**src/rtl/cclk_pkg.sv**
```systemverilog
package cclk_pkg;

    // Number of binary divider stages; the pass-through code sits above them.
    localparam int DIV_STAGES = 3;
    localparam int SEL_W      = $clog2(DIV_STAGES + 1);

    typedef logic [DIV_STAGES-1:0] phase_t;
    typedef logic [SEL_W-1:0]      ratio_t;

    localparam ratio_t RATIO_PASS = ratio_t'(DIV_STAGES);
    localparam phase_t PHASE_LAST = '1;

    // Registered controller state.
    typedef struct packed {
        logic   run;   // 0 while the output is parked
        logic   en;    // registered enable
        ratio_t sel;   // ratio in effect
        logic   lvl;   // divided-path output level
    } ctl_t;

    // Per-cycle decision of the controller.
    typedef enum logic [2:0] {
        ACT_IDLE,
        ACT_HOLD,
        ACT_WAKE,
        ACT_PARK,
        ACT_RUN
    } act_e;

    // Output level of a divided setting at a given counter phase.
    // Code k uses counter bit DIV_STAGES-1-k; the pass-through code yields 0.
    function automatic logic level_at(ratio_t sel, phase_t ph);
        logic l;
        l = 1'b0;
        for (int b = 0; b < DIV_STAGES; b++) begin
            if (int'(sel) == DIV_STAGES - 1 - b) l = ph[b];
        end
        return l;
    endfunction

endpackage

```
**src/rtl/cclk_phase_cnt.sv**
```systemverilog
module cclk_phase_cnt
    import cclk_pkg::*;
(
    input  logic   clk_i,
    input  logic   rst_i,
    input  logic   clear_i,
    input  logic   step_i,
    output phase_t cnt_o
);

    always_ff @(posedge clk_i) begin
        if (rst_i || clear_i) begin
            cnt_o <= '0;
        end else if (step_i) begin
            cnt_o <= cnt_o + 1'b1;
        end
    end

endmodule

```
**src/rtl/cclk_ratio_ctrl.sv**
```systemverilog
module cclk_ratio_ctrl
    import cclk_pkg::*;
(
    input  logic   clk_i,
    input  logic   rst_i,
    input  logic   en_i,
    input  ratio_t sel_i,
    input  logic   pd_i,
    input  logic   park_hi_i,
    input  phase_t cnt_i,
    output logic   step_o,
    output logic   clear_o,
    output logic   div_o,
    output logic   pass_o
);

    ctl_t   st_q, st_d;
    act_e   act;
    phase_t ph_nx;
    logic   lvl_keep;
    logic   park_ok;

    assign ph_nx    = cnt_i + 1'b1;
    assign lvl_keep = level_at(st_q.sel, ph_nx);
    // Park in pass-through at any rising edge; in divided settings only on
    // an edge of the output into the requested level.
    assign park_ok  = (st_q.sel == RATIO_PASS) ||
                      ((lvl_keep == park_hi_i) && (st_q.lvl != park_hi_i));

    always_comb begin
        if (!en_i)                 act = ACT_IDLE;
        else if (!st_q.run)        act = pd_i ? ACT_HOLD : ACT_WAKE;
        else if (pd_i && park_ok)  act = ACT_PARK;
        else                       act = ACT_RUN;
    end

    always_comb begin
        st_d    = st_q;
        st_d.en = en_i;
        case (act)
            ACT_IDLE: begin
                st_d.run = 1'b1;
                st_d.lvl = 1'b0;
                st_d.sel = sel_i;
            end
            ACT_HOLD: begin
                st_d.run = 1'b0;
            end
            ACT_WAKE: begin
                st_d.run = 1'b1;
                if (st_q.sel == RATIO_PASS) st_d.lvl = 1'b0;
            end
            ACT_PARK: begin
                st_d.run = 1'b0;
                st_d.lvl = park_hi_i;
            end
            default: begin
                if (ph_nx == '0) st_d.sel = sel_i;
                st_d.lvl = level_at(st_d.sel, ph_nx);
            end
        endcase
    end

    always_ff @(posedge clk_i) begin
        if (rst_i) begin
            st_q <= '{run: 1'b1, en: 1'b0, sel: '0, lvl: 1'b0};
        end else begin
            st_q <= st_d;
        end
    end

    assign step_o  = en_i && st_q.run;
    assign clear_o = !en_i;
    assign div_o   = st_q.lvl;
    assign pass_o  = st_q.run && st_q.en && (st_q.sel == RATIO_PASS);


    sel_at_wrap_chk: assert property (@(posedge clk_i) disable iff (rst_i)
        (st_q.sel != $past(st_q.sel)) |-> (($past(cnt_i) == PHASE_LAST) || !$past(en_i)));


    park_freeze_chk: assert property (@(posedge clk_i) disable iff (rst_i)
        (!st_q.run && !$past(st_q.run)) |-> ($stable(cnt_i) && $stable(st_q.lvl)));


    park_level_chk: assert property (@(posedge clk_i) disable iff (rst_i)
        (!st_q.run && $past(st_q.run)) |-> (st_q.lvl == $past(park_hi_i)));


    idle_clear_chk: assert property (@(posedge clk_i) disable iff (rst_i)
        !en_i |=> ((cnt_i == '0) && !st_q.lvl && st_q.run));

endmodule

```
**src/rtl/cclk_out_stage.sv**
```systemverilog
module cclk_out_stage (
    input  logic clk_i,
    input  logic rst_i,
    input  logic pass_req_i,
    input  logic div_i,
    output logic card_clk_o
);

    logic pass_q;

    // The pass-through gate only opens or closes while the input clock is low.
    always_ff @(negedge clk_i) begin
        if (rst_i) begin
            pass_q <= 1'b0;
        end else begin
            pass_q <= pass_req_i;
        end
    end

    assign card_clk_o = (pass_q & clk_i) | div_i;


    pass_entry_chk: assert property (@(negedge clk_i) disable iff (rst_i)
        $rose(pass_q) |-> !$past(div_i));

endmodule

```
**src/rtl/cclk_gen.sv**
```systemverilog
module cclk_gen
    import cclk_pkg::*;
(
    input  logic             clk_in,
    input  logic             rst,
    input  logic             en_i,
    input  logic [SEL_W-1:0] ratio_sel_i,
    input  logic             pwr_down_i,
    input  logic             park_high_i,
    output logic             card_clk_o
);

    phase_t cnt;
    logic   step, clear, div_lvl, pass_req;

    cclk_phase_cnt u_cnt (
        .clk_i   (clk_in),
        .rst_i   (rst),
        .clear_i (clear),
        .step_i  (step),
        .cnt_o   (cnt)
    );

    cclk_ratio_ctrl u_ctrl (
        .clk_i     (clk_in),
        .rst_i     (rst),
        .en_i      (en_i),
        .sel_i     (ratio_t'(ratio_sel_i)),
        .pd_i      (pwr_down_i),
        .park_hi_i (park_high_i),
        .cnt_i     (cnt),
        .step_o    (step),
        .clear_o   (clear),
        .div_o     (div_lvl),
        .pass_o    (pass_req)
    );

    cclk_out_stage u_out (
        .clk_i      (clk_in),
        .rst_i      (rst),
        .pass_req_i (pass_req),
        .div_i      (div_lvl),
        .card_clk_o (card_clk_o)
    );

endmodule

```
**config.mk**
```make
export PLATFORM = sky130hd
export DESIGN_NAME = cclk_gen
export DESIGN_NICKNAME = d
export VERILOG_FILES = /design/src/rtl/cclk_pkg.sv /design/src/rtl/cclk_phase_cnt.sv /design/src/rtl/cclk_ratio_ctrl.sv /design/src/rtl/cclk_out_stage.sv /design/src/rtl/cclk_gen.sv
export SDC_FILE = /design/constraint.sdc
export NUM_CORES = 1
export LEC_CHECK = 0
export ABC_AREA = 1
export ABC_CLOCK_PERIOD_IN_PS = 1800
export CAP_MARGIN = 20
export CORE_AREA = 2 2 39 41
export CTS_CLUSTER_SIZE = 16
export DETAILED_ROUTE_END_ITERATION = 8
export DIE_AREA = 0 0 41 43
export DONT_BUFFER_PORTS = 1
export SYNTH_ARGS = -nofsm -noshare
export SYNTH_HDL_FRONTEND = slang
export SYNTH_SLANG_ARGS = --single-unit
```
**constraint.sdc**
```tcl
create_clock -name clk_in -period 1.8 [get_ports clk_in]
set_input_delay 0.27 -clock clk_in [delete_from_list [all_inputs] [get_ports clk_in]]
set_output_delay 0.27 -clock clk_in [all_outputs]
set_load 0.01 [all_outputs]
```
==> results by stage, run 1 <==
Status:
- The flow ran to the end, but the final reports show violations.
- The checks that failed: setup timing.

Die:
- The cell row count is 14.
- From left edge to right edge, the die measures 41 um.
- The overall die area is 1760 um2.
- The core region area is 1380 um2.
- The initial utilization of the core area, before any placement, comes to 0.422.
- The number of ports placed on the die boundary is 8.
- The die is 43 um tall.

Routing:
- The number of search-and-repair iterations in the first detailed-routing pass is 4.
- The count of nets left with antenna violations once routing finished came out at 0.
- The routed via count is 567.
- The post-detailed-routing wire length is 1250 um.
- Dividing the detail-routed via count by the number of cells gives 5.06.
- The violation count after the first detailed-route iteration is 24.
- Dividing the detail-routed wire length by the instance count gives 11.2 um.
- The number of remaining DRC errors is 0.

GRT:
- The global-route wire length before repair is 2150 um.
- The total overflow left after global routing is 0.
- The initial antenna violation count is 0.
- The number of global-route vias before repair is 518.
- The global router's overall resource usage is 0.201.
- The maximum number of pins on one net before global-route repair is 7.

Placed design:
- The sum of net half-perimeters after detailed placement is 923 um.
- The number of buffers added on ports is 0.
- The global placement routability congestion is 0.866.
- Once placement completed, the tool counted placed cells totaling 104.
- The minimum setup slack after placement is 0.209 ns.

Layout:
- The fraction of layout cells with a size suffix above 1 is 0.188.
- The area growth from synthesis to layout is 13.9%.
- The repair_antennas step left the layout with diodes totalling 0.
- The net total in the final layout is 106.
- The final cell count without fillers is 112.

STA:
- Setup violations remaining at the end of the flow were counted as 2.
- The number of endpoints with negative hold slack in the final report is 0.
- Setup repair after global routing could not meet its margin everywhere.
- The final setup skew is 0.0607 ns.
- The worst pin sits at a relative slew slack of 0.862.
- After routing, the total negative slack on setup checks comes to -0.232 ns.
- The max-slew violation count is 0.
- Once routing completed, OpenROAD measured the worst setup slack at -0.232 ns.
- At the pin with the least slew margin, the transition time is 0.206 ns.

Clocking:
- The clock insertion delay at the later pin of the skew report is 0.43 ns.
- The clock-pin slew on the worst setup and hold paths is 0.07 ns.
- TritonCTS built the clock tree.
- The number of setup buffers added after CTS is 0.

Run:
- The tool flagged a number of max-cap violations equal to 0.

Min path:
- In this run the most critical hold path is launched from en_i.
- The path category of the worst min-delay check is primary input to register.
- The destination of the worst hold path is u_ctrl.st_q[1]$_SDFFE_PP0N_.
- The number of instances on the worst hold path is 2.

Synthesis:
- The netlist uses 15 different library cells.
- Synthesis produced a netlist with a net count of 97.
- A synthesized cell averages 6.64 um2.
- Yosys printed 0 warnings.
- The cell area after synthesis is 584 um2.
- Counting every instance in the synthesized netlist gives 88.
- After synthesis the netlist holds a flip-flop and latch count of 9.
- The register area share after synthesis is 0.308.

Worst setup path:
- The critical path contains buffers and inverters numbering 0 combined.
- The maximum net fanout on the critical path is 1.
- The critical path data required time is 1.53 ns.
- The worst-case register-to-register setup slack is 0.22 ns.
- The startpoint identified for the worst register-to-register timing path is u_cnt.cnt_o[0]$_SDFFE_PP0P_.
- The classification of the worst setup path is register to primary output.
- The cell depth of the worst flop-to-flop path is 13.
- In this design, the largest share of critical-path delay is due to flip-flops.
- The capture instance of the worst register-to-register path is u_ctrl.st_q[1]$_SDFFE_PP0N_.
- The nature of the critical path startpoint is a register.
- The largest single stage delay on the critical path is 0.30 ns.
- Walking the worst path, the cells encountered are nand2_1 -> nand2_2.
- The data arrival at the endpoint of the critical path is 1.76 ns.
- The worst setup path is captured at a primary output.
- The slowest stage of the critical path belongs to the cell dfxtp_1.

Pwr:
- The share of total power dissipated in sequential elements is 0.374.
- The power share of the combinational group is 0.184.
- The highest ir drop seen on vdd is 0.543 mV.
- In this run the power density over the cells is 903 nW/um2.
- The total power of the final layout is 0.000601 W.
- The total leakage power is 0.349 nW.
- The share of total power dissipated in the clock network is 0.442.
- The switching power share of the total is 0.307.
- The net switching power is 0.000184 W.
- The internal portion of the total power is 0.000417 W.
[cells by family after synthesis]
kind of cell | after synthesis | synth area share
AOI/OAI and AO/OA | 11 | 0.118
adders and majority gates | 2 | 0.0428
buffers and inverters | 15 | 0.0964
DFF | 9 | 0.308
and+or+nand+nor | 51 | 0.435
[power groups by stage]
stage               logic (W)  clock network [W]  registers [W]
floorplan           0.0000907         0.00000979       0.000226
global placement     0.000105         0.00000978       0.000229
detailed placement   0.000106         0.00000978       0.000229
CTS                  0.000109           0.000270       0.000225
global route         0.000127           0.000298       0.000227
finish               0.000111           0.000266       0.000225
[worst max-delay path by stage]
| stage | slack (ns) | depth (start not counted) | end | start |
|---|---|---|---|---|
| after floorplan | 0.21 | 2 | card_clk_o | u_out.pass_q$_SDFF_NP0_ |
| after detailed placement | 0.21 | 2 | card_clk_o | u_out.pass_q$_SDFF_NP0_ |
| after CTS | -0.23 | 2 | card_clk_o | u_out.pass_q$_SDFF_NP0_ |
| final | -0.23 | 2 | card_clk_o | u_out.pass_q$_SDFF_NP0_ |
| after global placement | 0.21 | 2 | card_clk_o | u_out.pass_q$_SDFF_NP0_ |
| after global routing | -0.27 | 2 | card_clk_o | u_out.pass_q$_SDFF_NP0_ |
[synthesized netlist by cell type]
cell,count,area [um2]
o21ai_0,3,15.0
nand2_1,23,86.3
nand2_4,2,22.5
nand3b_1,2,15.0
nand3_1,9,45.0
nand2_2,4,25.0
inv_2,1,3.75
nor2_1,8,30.0
a21oi_1,3,15.0
o211ai_1,4,30.0
nand3_2,3,30.0
a21oi_2,1,8.76
ha_1,2,25.0
dfxtp_1,9,180
inv_1,14,52.6
[registers in the layout, indices dropped and copies added (netlist names)]
register	count
u_cnt.cnt_o	3
u_out.pass_q	1
u_ctrl.st_q	4
u_ctrl.div_o	1
[stage by stage]
stage	hold WS [ns]	util	area [um2]
2_1_floorplan	0.369	-	584
3_3_place_gp	0.378	0.437	604
3_5_place_dp	0.375	0.437	604
4_1_cts	0.0591	0.481	666
5_1_grt	0.0454	0.481	666
6_report	0.0546	0.481	666
[worst reg2reg max path: stages (launching register included)]
cell	delay, ns
dfxtp_1	0.33
ha_1	0.29
inv_1	0.11
nand2_1	0.06
nand2_1	0.05
nand2_1	0.07
nand2_1	0.07
nand2_1	0.06
nand3_2	0.09
nand2_2	0.08
nand2_1	0.06
nand2_1	0.07
nor2_1	0.09
nor2_1	0.05
[repair_timing]
action	in CTS	in global routing
endpoints found under the setup margin	2	2
hold buffers	1	0
pin swaps	1	0
resized for setup	1	0
hold endpoints to repair	1	0
[cells in the final DEF, fill, tap and decap left out]
cell type and count:
a21oi_1 3, a21oi_2 1, clkbuf_1 1, clkbuf_4 6
dfxtp_1 9, dlygate4sd3_1 1, ha_1 2, inv_1 14
inv_2 1, nand2_1 22, nand2_2 5, nand2_4 2
nand3_1 9, nand3_2 3, nand3b_1 2, nor2_1 8
o211ai_1 4, o21ai_0 3
[per-layer routing]
layer,GRT usage,vias up,share of wire
met3,0.147,4,0.060
met4,0.167,0,0.024
met5,0,-,0
met2,0.234,17,0.47
li1,-,295,-
met1,0.231,251,0.45
[area by class of cell]
type	count	area, um2
Fill cell	147	718
Multi-Input combinational cell	64	350
Sequential cell	9	180
Inverter	14	52.6
Clock buffer	7	48.8
Tap cell	16	20.0
Timing Repair Buffer	1	10.0
Clock inverter	1	3.75
Note: power is estimated with default switching activity, not from simulation.
==> run 2, diff against run 1 <==
--- a/config.mk
+++ b/config.mk
@@ -8,11 +8,14 @@
 export ABC_AREA = 1
 export ABC_CLOCK_PERIOD_IN_PS = 1800
 export CAP_MARGIN = 20
-export CORE_AREA = 2 2 39 41
+export CELL_PAD_IN_SITES_DETAIL_PLACEMENT = 1
+export CELL_PAD_IN_SITES_GLOBAL_PLACEMENT = 1
+export CORE_MARGIN = 2
+export CORE_UTILIZATION = 41
 export CTS_CLUSTER_SIZE = 16
 export DETAILED_ROUTE_END_ITERATION = 8
-export DIE_AREA = 0 0 41 43
 export DONT_BUFFER_PORTS = 1
+export PLACE_DENSITY_LB_ADDON = 0.1
 export SYNTH_ARGS = -nofsm -noshare
 export SYNTH_HDL_FRONTEND = slang
 export SYNTH_SLANG_ARGS = --single-unit
==> run 2 against run 1 <==
Against the previous run: the flow still finishes with violations (setup timing); hold slack worse by 0.0044 ns; non-clock buffer count unchanged; wire length grew 19%; largest cell class unchanged; final area is 0.38% higher; clock power about the same; sequential power barely moved; global-route usage up 1.3 points; total power increased by 0.89%; first-iteration DRC count fell by 38%; cell count is 0.89% lower; count of clock-buffer cells in the layout down 1.
==> results by stage, run 2 (synthesis results as in run 1) <==
STA:
- Setup repair after global routing could not meet its margin everywhere.
- The max-slew violation count is 0.
- The setup TNS is -0.239 ns.
- For the pin with the worst max-slew slack, the measured transition is 0.228 ns.
- In this run the tightest slew margin relative to its limit is 0.848.
- The final worst-path setup slack is -0.239 ns.
- The number of endpoints with negative hold slack in the final report is 0.
- The final setup skew is 0.0661 ns.
- The final count of negative-setup-slack endpoints is 2.

Pwr:
- The switching power share of the total is 0.321.
- The power share of the combinational group is 0.185.
- The highest ir drop seen on vdd is 0.432 mV.
- The internal power of the cells is 0.000412 W.
- The share of total power dissipated in sequential elements is 0.372.
- For this design the static power due to leakage is 0.355 nW.
- The power density relative to cell area is 908 nW/um2.
- The share of power burned in the clock network is 0.443.
- In this run the power spent charging and discharging nets is 0.000195 W.

Routing:
- Before antenna repair, the detailed router went through 4 iterations.
- The vias per cell is 5.33.
- The routed via count is 592.
- The antenna violation net count after detailed routing is 0.
- The number of remaining DRC errors is 0.
- The post-detailed-routing wire length is 1490 um.
- The violation count after the first detailed-route iteration is 15.
- After detailed routing, the average wire length per cell comes to 13.4 um.

Layout:
- The register with the most flip-flops in the layout has 4 of them.
- In the layout the commonest cells are nand2_1 (21), inv_1 (15), nand3_1 (9).
- 0 antenna diodes ended up in the layout.
- The library cell used most frequently in the layout, excluding fill and tap cells, is nand2_1.
- Once layout is done, the placed cells without fillers occupy 668 um2.
- The net total in the final layout is 106.
- Ranked by flip-flop count, first place goes to u_ctrl.st_q.
- Summing all flip-flop and latch instances after layout gives 181 um2.
- In the final layout, the registers with the most flip-flops are u_ctrl.st_q x4, u_cnt.cnt_o x3.
- The area added between synthesis and finish is 14.3%.
- The fraction of layout cells with a size suffix above 1 is 0.208.
- The number of fillers in the final layout is 183.
- For this run, the share of the core covered by cells in the final layout is 0.507.
- The combined area of the multi-input logic cells is 353 um2.

GRT:
- The global router's overall resource usage is 0.214.
- After global routing the overflow that remains totals 0.
- The global-route wire length before repair is 2680 um.
- The initial antenna violation count is 0.
- The number of global-route vias before repair is 637.
- The maximum number of pins on one net before global-route repair is 7.

Clocking:
- The clock-pin slew on the worst setup and hold paths is 0.07 ns.
- Clock latency on the worst-skew pair, taken at its later pin, is 0.44 ns.
- TritonCTS built the clock tree.
- Buffers added to address setup during post-CTS repair amount to 0.

Min path:
- The worst hold path belongs to the class primary input to register.
- The start point of the worst hold path is en_i.
- The worst hold path was traced through 2 stages.
- The path with the worst hold slack has its endpoint at u_ctrl.div_o$_SDFFE_PP0P_.

Worst setup path:
- The worst-case register-to-register setup slack is 0.20 ns.
- The maximum net fanout on the critical path is 1.
- The startpoint of the worst register-to-register path is u_cnt.cnt_o[0]$_SDFFE_PP0P_.
- The classification of the worst setup path is register to primary output.
- The data arrival at the endpoint of the critical path is 1.77 ns.
- The capture instance of the worst register-to-register path is u_ctrl.st_q[1]$_SDFFE_PP0N_.
- The nature of the critical path startpoint is a register.
- For the worst setup path, the data required time is 1.53 ns.
- The category of the worst setup path capture point is a primary output.
- The worst register-to-register path has a depth of 13.

Die:
- The effective utilization at floorplan is 0.443.
- The floorplan step defined a die boundary enclosing 1740 um2.
- The number of ports placed on the die boundary is 8.
- The floorplan has 13 rows.
- The floorplan step defined a core boundary enclosing 1320 um2.
- In this run the vertical extent of the chip is 41.8 um.
- The die outline width is 41.8 um.

Placed design:
- In this run the cell area measured after placement is 603 um2.
- Port buffering added 0 buffers.
- The minimum setup slack after placement is 0.181 ns.
- The global placement routability congestion is 0.770.
- Detailed placement ended at an HPWL of 1150 um.

Status:
- The checks that failed: setup timing.
- The flow ran to the end, but the final reports show violations.

Run:
- The max-capacitance violation count is 0.
==> run 2: cell types whose count changed in the layout (fill, tap and decap cells not counted), sizes merged <==
cell	delta
clkbuf	-1
inv	+1
==> run 2: repair_timing <==
| item | in CTS | in global routing |
|---|---|---|
| resized for setup | 1 | 2 |
| pin swaps | 0 | 1 |
| hold buffers | 1 | 0 |
| setup endpoints to repair | 2 | 2 |
| hold endpoints to repair | 1 | 0 |
| gates cloned | 0 | 0 |
==> run 2: critical path, stage by stage, from the launching register on <==
cell and delay, ns:
dfxtp_2 0.31, nand2_2 0.05, nand2_2 0.07
==> run 2: how the worst max path moves through the flow <==
| stage | endpoint | start |
|---|---|---|
| 6_report | card_clk_o | u_out.pass_q$_SDFF_NP0_ |
| 3_5_place_dp | u_out.pass_q$_SDFF_NP0_ | u_ctrl.st_q[1]$_SDFFE_PP0N_ |
| 3_3_place_gp | u_out.pass_q$_SDFF_NP0_ | u_ctrl.st_q[1]$_SDFFE_PP0N_ |
| 4_1_cts | card_clk_o | u_out.pass_q$_SDFF_NP0_ |
| 2_1_floorplan | card_clk_o | u_out.pass_q$_SDFF_NP0_ |
| 5_1_grt | card_clk_o | u_out.pass_q$_SDFF_NP0_ |
==> run 2: layout make-up <==
type	count	share of cell area
Multi-Input combinational cell	64	0.528
Clock inverter	2	0.0112
Sequential cell	9	0.272
Tap cell	15	0.0281
Clock buffer	6	0.0674
Timing Repair Buffer	1	0.0150
Inverter	14	0.0787
==> run 2: layer usage <==
metal,vias up,global-route usage,part of all wire
li1,296,-,-
met1,279,0.253,0.46
met2,13,0.284,0.48
met3,4,0.100,0.036
met4,0,0.181,0.021
met5,-,0,0
==> run 2: power by group through the flow <==
stage | registers (W) | clock network (W) | logic (W)
after floorplan | 0.000226 | 0.00000979 | 0.0000907
after global placement | 0.000229 | 0.00000978 | 0.000108
after detailed placement | 0.000230 | 0.00000978 | 0.000111
after CTS | 0.000226 | 0.000271 | 0.000113
after global routing | 0.000229 | 0.000292 | 0.000132
final | 0.000226 | 0.000269 | 0.000112
==> run 2: stage by stage <==
stage,total power [W],std cells,hold slack (ns)
after floorplan,0.000326,88,0.369
after global placement,0.000347,103,0.371
after detailed placement,0.000351,103,0.375
after CTS,0.000610,111,0.0479
after global routing,0.000652,111,0.0623
final,0.000607,111,0.0501
==> run 3, diff against run 2 <==
--- a/config.mk
+++ b/config.mk
@@ -15,7 +15,8 @@
 export CTS_CLUSTER_SIZE = 16
 export DETAILED_ROUTE_END_ITERATION = 8
 export DONT_BUFFER_PORTS = 1
-export PLACE_DENSITY_LB_ADDON = 0.1
+export HOLD_SLACK_MARGIN = 0.12
+export PLACE_DENSITY_LB_ADDON = 0.3
 export SYNTH_ARGS = -nofsm -noshare
 export SYNTH_HDL_FRONTEND = slang
 export SYNTH_SLANG_ARGS = --single-unit
==> run 3 against run 2 <==
Against the previous run: the run still ends with setup timing left; register-to-register slack about the same; wire length up 6.0%; critical path depth unchanged; die area unchanged; hold slack better by 0.082 ns; via count up 6.9%; setup slack about the same; largest power group unchanged.
==> results by stage, run 3 (synthesis results as in run 1) <==
STA:
- Setup repair after global routing could not meet its margin everywhere.
- The max-slew violation count is 0.
- Setup violations remaining at the end of the flow were counted as 2.
- The final setup skew is 0.0655 ns.
- At the pin with the least slew margin, the transition time is 0.243 ns.
- The setup TNS is -0.239 ns.
- The number of endpoints with negative hold slack in the final report came to 0.
- The normalized max-slew margin is 0.838.
- The final worst-path setup slack is -0.239 ns.

Routing:
- The vias per cell is 5.55.
- Once detail routing completed, the nets flagged for antenna violations numbered 0.
- The post-detailed-routing wire length is 1580 um.
- In this run, the number of DRC markers left after iteration 0 of detailed routing was 9.
- The number of remaining DRC errors is 0.
- The number of search-and-repair iterations in the first detailed-routing pass is 4.
- The routed via count is 633.
- Dividing the detail-routed wire length by the instance count gives 13.9 um.

Die:
- In this run the horizontal extent of the chip is 41.8 um.
- The overall die area is 1740 um2.
- The floorplan has 13 rows.
- The effective utilization at floorplan is 0.443.
- The total area inside the core boundary comes to 1320 um2.
- The overall die height is 41.8 um.
- The number of ports placed on the die boundary is 8.

Min path:
- The path category of the worst min-delay check is primary input to register.

Layout:
- Leaving out filler cells and counting taps, the final layout contains 114.
- The register with the most flip-flops in the layout has 4 of them.
- Of the cells placed in the final design, the portion with a size suffix greater than 1 is 0.182.
- More flip-flops sit in one register than any other, and that register is u_ctrl.st_q.
- The area growth from synthesis to layout is 18.8%.
- The leading cell type in the layout, fill and taps excluded is nand2_1.
- In the final layout, the registers with the most flip-flops are u_ctrl.st_q x4, u_cnt.cnt_o x3.
- In the layout the commonest cells are nand2_1 (22), inv_1 (15), nand3_1 (9), dfxtp_1 (9), nor2_1 (8).
- 0 antenna diodes ended up in the layout.
- The net total in the final layout is 109.
- The fraction of the core area covered by cells at the end of the flow is 0.527.

Pwr:
- The share of power burned in the clock network is 0.433.
- Of the total power, registers draw 0.367.
- Of the total power, the share spent switching nets is 0.324.
- The internal portion of the total power is 0.000416 W.
- The share of total power dissipated in combinational logic is 0.200.
- In this run the power density over the cells is 886 nW/um2.
- The net switching power is 0.000199 W.
- The total leakage power is 0.366 nW.
- The total power of the final layout is 0.000615 W.
- The highest ir drop seen on vdd is 0.660 mV.

GRT:
- For this run the aggregate overflow at the end of global routing stands at 0.
- The global-route wire length before repair is 2740 um.
- The number of global-route vias before repair is 671.
- The initial antenna violation count is 0.
- The maximum number of pins on one net before global-route repair is 7.
- For this run, the total global-route usage over all layers was measured as 0.218.

Worst setup path:
- At the worst endpoint, the arrival time is 1.77 ns.
- The capture instance of the worst register-to-register path is u_ctrl.st_q[1]$_SDFFE_PP0N_.
- The worst setup path is captured at a primary output.
- The startpoint identified for the worst register-to-register timing path is u_cnt.cnt_o[0]$_SDFFE_PP0P_.
- The worst setup path endpoint is card_clk_o.
- In this design, the stage delay of the slowest critical-path cell is 0.30 ns.
- Counting cells, the worst reg-to-reg path comes to 13.
- The maximum net fanout on the critical path is 1.
- The critical path data required time is 1.53 ns.
- The critical path starts at u_out.pass_q$_SDFF_NP0_.
- The worst-case register-to-register setup slack is 0.19 ns.
- The worst-path cell with the longest stage delay is dfxtp_1.
- The nature of the critical path startpoint is a register.
- The classification of the worst setup path is register to primary output.
- Traced cell by cell, the critical path runs through nand2_1 -> nand2_2.

Clocking:
- The number of setup buffers added after CTS is 0.
- The later pin in the worst-skew pair is clocked with a latency of 0.44 ns.
- TritonCTS built the clock tree.
- The clock-pin slew on the worst setup and hold paths is 0.07 ns.

Placed design:
- After legalization and detailed placement, the total HPWL measured 1140 um.
- The congestion estimate from routability-driven global placement came to 0.836.
- The post-placement cell count is 103.
- The number of buffers added on ports is 0.

Status:
- The flow ran to the end, but the final reports show violations.
- The final reports fail on setup timing.

Run:
- Max-cap violations in this run came to 0.
[run 3: cell types whose count changed in the layout (fill, tap and decap cells not counted)]
cell and delta:
dlygate4sd3_1 +3, nand2_2 -1, dfxtp_2 -1, nand2_1 +1
dfxtp_1 +1
[run 3: repair_timing]
action                                  in CTS  in global routing
pin swaps                                    0                  1
endpoints found under the setup margin       2                  2
endpoints found under the hold margin        4                  0
resized for setup                            1                  0
hold buffers                                 4                  0
[run 3: worst min-delay path by stage]
stage / from / slack (ns) / depth (start not counted) / end
detailed placement: pwr_down_i / 0.39 / 1 / u_ctrl.st_q[4]$_SDFFE_PP1P_
floorplan: pwr_down_i / 0.37 / 1 / u_ctrl.st_q[4]$_SDFFE_PP1P_
global route: rst / 0.15 / 3 / u_ctrl.st_q[1]$_SDFFE_PP0N_
global placement: pwr_down_i / 0.38 / 1 / u_ctrl.st_q[4]$_SDFFE_PP1P_
finish: rst / 0.13 / 3 / u_ctrl.st_q[1]$_SDFFE_PP0N_
CTS: rst / 0.13 / 3 / u_ctrl.st_q[1]$_SDFFE_PP0N_
[run 3: worst max-delay path: cells and delay by family, from the launching register on]
| kind | cells | cell delay [ns] |
|---|---|---|
| DFF | 1 | 0.30 |
| and+or+nand+nor | 2 | 0.13 |
[run 3: power groups by stage]
stage | Combinational (W) | Sequential [W] | Clock (W)
finish | 0.000123 | 0.000226 | 0.000266
global route | 0.000140 | 0.000227 | 0.000291
CTS | 0.000120 | 0.000226 | 0.000268
detailed placement | 0.000110 | 0.000230 | 0.00000978
global placement | 0.000107 | 0.000229 | 0.00000979
floorplan | 0.0000907 | 0.000226 | 0.00000979
[run 3: metal layers]
metal / GRT usage / vias to the layer above / wire, um
li1: - / 307 / -
met1: 0.242 / 292 / 715
met2: 0.316 / 21 / 709
met3: 0.117 / 13 / 86
met4: 0.148 / 0 / 70
met5: 0 / - / 0
[run 3: through the flow]
stage / worst slack [ns] / hold slack (ns) / instance area (um2)
final: -0.239 / 0.132 / 694
after floorplan: 0.215 / 0.369 / 584
after global routing: -0.291 / 0.152 / 694
after CTS: -0.251 / 0.133 / 694
after detailed placement: 0.196 / 0.386 / 603
after global placement: 0.214 / 0.379 / 603
[run 3: layout make-up]
type / count / area (um2)
clock buffers: 6 / 45.0
clock inverters: 2 / 7.51
fillers: 177 / 623
inverters: 14 / 52.6
multi-input cells: 64 / 350
flip-flops and latches: 9 / 180
well taps: 15 / 18.8
repair buffers: 4 / 40.0
